==> config.mk <==
export PLATFORM = sky130hd
export DESIGN_NAME = lane_sum_reducer
export DESIGN_NICKNAME = d
export VERILOG_FILES = /design/src/rtl/lsr_pkg.sv /design/src/rtl/lsr_seq.sv /design/src/rtl/lsr_lanes.sv /design/src/rtl/lane_sum_reducer.sv
export SDC_FILE = /design/constraint.sdc
export NUM_CORES = 1
export LEC_CHECK = 0
export BUFFER_PORTS_ARGS = -buffer_cell sky130_fd_sc_hd__buf_2
export CAP_MARGIN = 20
export CORE_MARGIN = 2
export CORE_UTILIZATION = 45
export CTS_CLUSTER_SIZE = 20
export DETAILED_ROUTE_END_ITERATION = 8
export PLACE_DENSITY = 0.71
export SLEW_MARGIN = 25
export SYNTH_ARGS = -nofsm -noshare
export SYNTH_HDL_FRONTEND = slang
export SYNTH_HIERARCHICAL = 1
export SYNTH_SLANG_ARGS = --single-unit
==> constraint.sdc <==
create_clock -name clk -period 3.28 [get_ports clk]
set_input_delay 0.164 -clock clk [delete_from_list [all_inputs] [get_ports clk]]
set_output_delay 0.164 -clock clk [all_outputs]
set_load 0.02 [all_outputs]
==> src/rtl/lsr_pkg.sv <==
package lsr_pkg;
  typedef struct packed {
    logic       load;
    logic       stepEn;
    logic [4:0] stepIdx;
    logic       halfMode;
  } lsrCtrl_t;
endpackage

==> src/rtl/lsr_seq.sv <==
module lsr_seq
  import lsr_pkg::*;
#(
  parameter int N = 8
) (
  input  logic     clk,
  input  logic     rstN,
  input  logic     start,
  input  logic     modeIn,
  output lsrCtrl_t ctl,
  output logic     done
);
  localparam int LOGN = $clog2(N);
  localparam logic [4:0] LAST_STEP = 5'(LOGN - 1);

  logic       busy;
  logic [4:0] stepCnt;
  logic       modeReg;

  always_comb begin
    ctl.load     = start && !busy;
    ctl.stepEn   = busy;
    ctl.stepIdx  = stepCnt;
    ctl.halfMode = modeReg;
  end

  always_ff @(posedge clk) begin
    if (!rstN) begin
      busy    <= 1'b0;
      stepCnt <= '0;
      modeReg <= 1'b0;
      done    <= 1'b0;
    end else begin
      done <= 1'b0;
      if (ctl.load) begin
        busy    <= 1'b1;
        stepCnt <= '0;
        modeReg <= modeIn;
      end else if (busy) begin
        if (stepCnt == LAST_STEP) begin
          busy    <= 1'b0;
          stepCnt <= '0;
          done    <= 1'b1;
        end else begin
          stepCnt <= stepCnt + 5'd1;
        end
      end
    end
  end

  AST_LOAD_THEN_STEP: assert property (@(posedge clk) disable iff (!rstN)
    ctl.load |=> (ctl.stepEn && ctl.stepIdx == 5'd0));
  AST_STEP_ADVANCE: assert property (@(posedge clk) disable iff (!rstN)
    (ctl.stepEn && ctl.stepIdx != LAST_STEP) |=> (ctl.stepEn && ctl.stepIdx == $past(ctl.stepIdx) + 5'd1));
  AST_DONE_AFTER_LAST: assert property (@(posedge clk) disable iff (!rstN)
    (ctl.stepEn && ctl.stepIdx == LAST_STEP) |=> done);
  AST_DONE_PULSE: assert property (@(posedge clk) disable iff (!rstN)
    done |=> !done);
  AST_BUSY_NO_RELOAD: assert property (@(posedge clk) disable iff (!rstN)
    ctl.stepEn |-> !ctl.load);
endmodule

==> src/rtl/lsr_lanes.sv <==
module lsr_lanes
  import lsr_pkg::*;
#(
  parameter int N = 8,
  parameter int W = 8
) (
  input  logic            clk,
  input  logic            rstN,
  input  lsrCtrl_t        ctl,
  input  logic [N*W-1:0]  operands,
  output logic [N*(W+$clog2(N))-1:0] sums
);
  localparam int LOGN = $clog2(N);
  localparam int SW   = W + LOGN;

  logic signed [SW-1:0] sumReg [N];

  for (genvar i = 0; i < N; i++) begin : g_lane
    logic                 act;
    logic signed [SW-1:0] partner;
    logic        [W-1:0]  opSlice;

    assign opSlice = operands[i*W +: W];

    always_comb begin
      act     = 1'b0;
      partner = '0;
      for (int k = 0; k < LOGN; k++) begin
        if (int'(ctl.stepIdx) == k) begin
          if (ctl.halfMode) begin
            if (i < (N >> (k + 1))) begin
              act     = 1'b1;
              partner = sumReg[LOGN'((i + (N >> (k + 1))) % N)];
            end
          end else if ((i % (2 << k)) == 0) begin
            act     = 1'b1;
            partner = sumReg[LOGN'((i + (1 << k)) % N)];
          end
        end
      end
    end

    always_ff @(posedge clk) begin
      if (!rstN)
        sumReg[i] <= '0;
      else if (ctl.load)
        sumReg[i] <= {{LOGN{opSlice[W-1]}}, opSlice};
      else if (ctl.stepEn && act)
        sumReg[i] <= sumReg[i] + partner;
    end

    assign sums[i*SW +: SW] = sumReg[i];

    AST_IDLE_LANE_HOLDS: assert property (@(posedge clk) disable iff (!rstN)
      (ctl.stepEn && !act) |=> $stable(sumReg[i]));
  end

  AST_TOP_LANE_ONLY_LOADS: assert property (@(posedge clk) disable iff (!rstN)
    !ctl.load |=> $stable(sumReg[N-1]));
endmodule

==> src/rtl/lane_sum_reducer.sv <==
module lane_sum_reducer
  import lsr_pkg::*;
#(
  parameter int N = 8,
  parameter int W = 8
) (
  input  logic                          clk,
  input  logic                          rstN,
  input  logic                          start,
  input  logic                          halfMode,
  input  logic [N*W-1:0]                operands,
  output logic [W+$clog2(N)-1:0]        total,
  output logic                          done,
  output logic [N*(W+$clog2(N))-1:0]    laneSums
);
  localparam int SW = W + $clog2(N);

  lsrCtrl_t ctl;

  lsr_seq #(.N(N)) u_seq (
    .clk(clk), .rstN(rstN), .start(start), .modeIn(halfMode),
    .ctl(ctl), .done(done)
  );

  lsr_lanes #(.N(N), .W(W)) u_lanes (
    .clk(clk), .rstN(rstN), .ctl(ctl), .operands(operands), .sums(laneSums)
  );

  assign total = laneSums[SW-1:0];

  AST_DONE_IDLE: assert property (@(posedge clk) disable iff (!rstN)
    done |-> !ctl.stepEn);
endmodule

==> summary.txt <==
Floorplan
  – Core box area: 15800 um^2
  – Chip Width: ~130 um
  – Io pins: 168
  – Starting density of the core: 0.458
  – Die H: 131 um
  – DIE AREA: around 17000 um^2
  – Row count: 46

Finish
  – Filler Cell Count: 1436
  – Sequential cell area: 2630 um^2
  – Share of layout cells above drive strength 1: 0.253
  – Final nets: 1060
  – Non-filler cells, final: 1141
  – Inserted Diodes: 0
  – Area of the multi-input gates: 4350 um^2
  – Area Overhead vs Synth: 19.0%
  – Final Cell Area: about 8600 um^2

CTS
  – Clock transition at path regs: 60 ps
  – CTS resizes: 0
  – CTS H-tree lvls: 3
  – Worst skew pair latency: approximately 360 ps
  – CTS max path bufs: 2
  – Hold_buf cts: 0
  – Postcts setup bufs: 0
  – Clock sink count: 90
  – Clk root buf: clkbuf_16
  – Num CTS Buffers: 9
  – TritonCTS clock tree: yes

Timing
  – Final period util: 0.965
  – Minimum clock period: around 3200 ps
  – Worst Max-Slew Pin Slew: 591 ps
  – Final Hold Vio Count: 0
  – Slew Limit Headroom: 0.606
  – RSZ-0062 raised after global routing: yes
  – Final setup violation count: 0
  – Fmax: approximately 320 MHz
  – Worst Skew: 7.25 ps
  – Max Slew Vio Count: 0

Hold path
  – Hold path startpoint: halfMode
  – WHS Endpoint: u_seq/modeReg
  – Hold depth: 3
  – Worst min path class: primary input to flop

Critical path
  – Crit path buf inv count: 1
  – Startpoint Class: flop
  – Worst R2R End: u_lanes/sumReg[0][10]
  – Crit Path Category: flop to flop
  – Worst EP arrival: 3260 ps
  – FF-to-FF path depth: 11
  – CP max stage delay: 630 ps
  – Worst-path cell chain: or4_4, buf_4, o22ai_1, ha_1, fa_1, a211oi_1, o21ai_1, nor3_1, o31ai_1, xnor2_1, o21ai_0
  – Family with the most delay on the worst path: compound AO/OA/AOI/OAI gates
  – Critical R2R Launch: u_seq/stepCnt[3]
  – CP Capture Type: flop
  – Slowest CP cell: or4_4
  – CP max FO: 13
  – Crit path required time: 3370 ps
  – Reg-to-reg slack, setup: roughly 110 ps
  – Worst path depth: 11

GRT
  – First-pass GRT wire length: roughly 31 mm
  – Grt ovf: 0
  – Initial antenna violation count: 0
  – Vias in the first global route: about 5700
  – Pin count of the biggest net entering global routing: 36
  – GRT Total Usage: 0.239

Power and ir drop
  – Peak supply drop: 0.000241 V
  – P_leak: 0.00397 uW
  – Pwr Density: 445 nW/um^2

Yosys
  – Avg Cell Area, Syn: around 9.5 um^2
  – Synth top cells by count: edfxtp_1 (82), nand2_1 (81), a21oi_1 (66), ha_1 (66), o21ai_0 (42)
  – Top cells by area, synth: edfxtp_1 (34%), ha_1 (11%), a21oi_1 (4.6%), nand2_1 (4.2%), mux2i_1 (3.4%)
  – Post-Syn Area: 7250 um^2
  – Synth warn: 6
  – Post-synth top area cell: edfxtp_1
  – EDFF count, synth: 82
  – Sequential element share of the synthesized area: 0.362
  – Mapped Cells: roughly 760
  – FF+latch count, synth: 90
  – Post-Syn Nets: 903
  – Yosys cell types: 65
  – Async SR Flop Fraction: 0
  – Post-synth top area share: 0.339
  – Top-count cell post-synth: edfxtp_1
  – Main synth FF type: edfxtp_1

Place
  – RePlAce Congestion: 0.994
  – Placed Cells: 1125
  – HPWL Detailed: 16.6 mm
  – I/O Buffers: ~170
  – Dpl cell area: 8310 um^2

Routing
  – Drt pass-1 iters: 5
  – WL/cell: approximately 18 um
  – Number of vias per cell: 5.67
  – DRC viols: 0
  – Routed vias: around 6500
  – Violation count after the first detailed-route iteration: just under 600
  – DRT antenna net count: 0
  – Total Wirelength: 20.9 mm

Status
  – Outcome: finished, final reports clean

Job
  – Max Cap Viol: 0
==> how the worst max path moves through the flow <==
stage	startpoint	to	slack, ps
floorplan	u_seq/stepCnt[0]	u_lanes/sumReg[1][9]	100
global placement	u_seq/stepCnt[3]	u_lanes/sumReg[0][31]	130
detailed placement	u_seq/stepCnt[3]	u_lanes/sumReg[0][10]	30
CTS	u_seq/stepCnt[3]	u_lanes/sumReg[0][10]	20
global route	u_seq/stepCnt[3]	u_lanes/sumReg[0][43]	-20
finish	u_seq/stepCnt[3]	u_lanes/sumReg[0][10]	110
==> stage by stage <==
stage	util	setup WS [ps]	hold slack, ps	setup TNS [ps]	total power [uW]
final	0.546	114	74.8	0	3840
after CTS	0.543	18.8	57.2	0	3840
after detailed placement	0.525	28.3	431	0	2810
after global routing	0.546	-20.8	81.0	-42.3	4020
after floorplan	-	100	292	0	2430
after global placement	0.525	126	417	0	2790
==> cell families (layout without fill, tap and decap cells) <==
family          count (synthesis)  in the layout  share of synthesized area
compound gates                242            242                      0.211
xor+xnor                       53             53                     0.0640
fa+ha+maj                      72             72                      0.130
buf+inv                        62            224                     0.0452
flops                          90             90                      0.362
mux                            25             25                     0.0345
simple gates                  219            219                      0.153
==> layer usage <==
| metal | up-vias | track usage | share of wire |
|---|---|---|---|
| met5 | - | 0 | 0 |
| met4 | 0 | 0.0951 | 0.023 |
| met3 | 25 | 0.0342 | 0.075 |
| met2 | 283 | 0.366 | 0.45 |
| met1 | 3022 | 0.343 | 0.46 |
| li1 | 3140 | - | - |
==> worst register-to-register path, stage by stage (launching register included) <==
cell	delay (ps)
dfxtp_1	400
or4_4	630
buf_4	220
o22ai_1	190
ha_1	230
fa_1	260
a211oi_1	100
o21ai_1	230
nor3_1	100
o31ai_1	300
xnor2_1	150
o21ai_0	90
==> layout make-up <==
cell class,count,share of cell area
clock buffers,13,0.0278
clock inverters,3,0.00493
inverters,13,0.00565
multi-input cells,611,0.503
flip-flops and latches,90,0.304
well taps,216,0.0313
repair buffers,195,0.123
==> placed cells by master (no fill, tap or decap), types with 3 or more instances in the layout <==
master     count
o31ai_1        5
o21ai_0       42
nor2b_1        6
nand4_1        3
o21ai_1       25
o21bai_1       6
a211o_1        3
dfxtp_1        6
clkbuf_1       4
and2_1         8
a22o_1        22
fa_1           6
nor3_1        11
nand2_1       81
a211oi_1      10
nand3_1        6
o21a_1        10
clkbuf_16      9
ha_1          66
edfxtp_1      82
a32o_1         4
nor2_1        41
xor2_1        26
buf_4         27
a31oi_1        7
a21oi_1       64
nand2b_1      13
and3_1        26
mux2i_1       25
buf_2        167
a21o_1        16
inv_1         13
xnor2_1       27
o211ai_1       3
o22ai_1       10
==> where the power goes <==
| part | switching, uW | internal (uW) |
|---|---|---|
| Clock | 440 | 591 |
| Sequential | 160 | 1390 |
| Combinational | 746 | 516 |
| Total | 1350 | 2490 |
==> sequential cells by signal, summed over array words and instances, names as in the netlist <==
signal,flops
u_lanes/sumReg,82
u_seq/stepCnt,5
u_seq/busy,1
u_seq/done,1
u_seq/modeReg,1
Note: power is estimated with default switching activity, not from simulation.
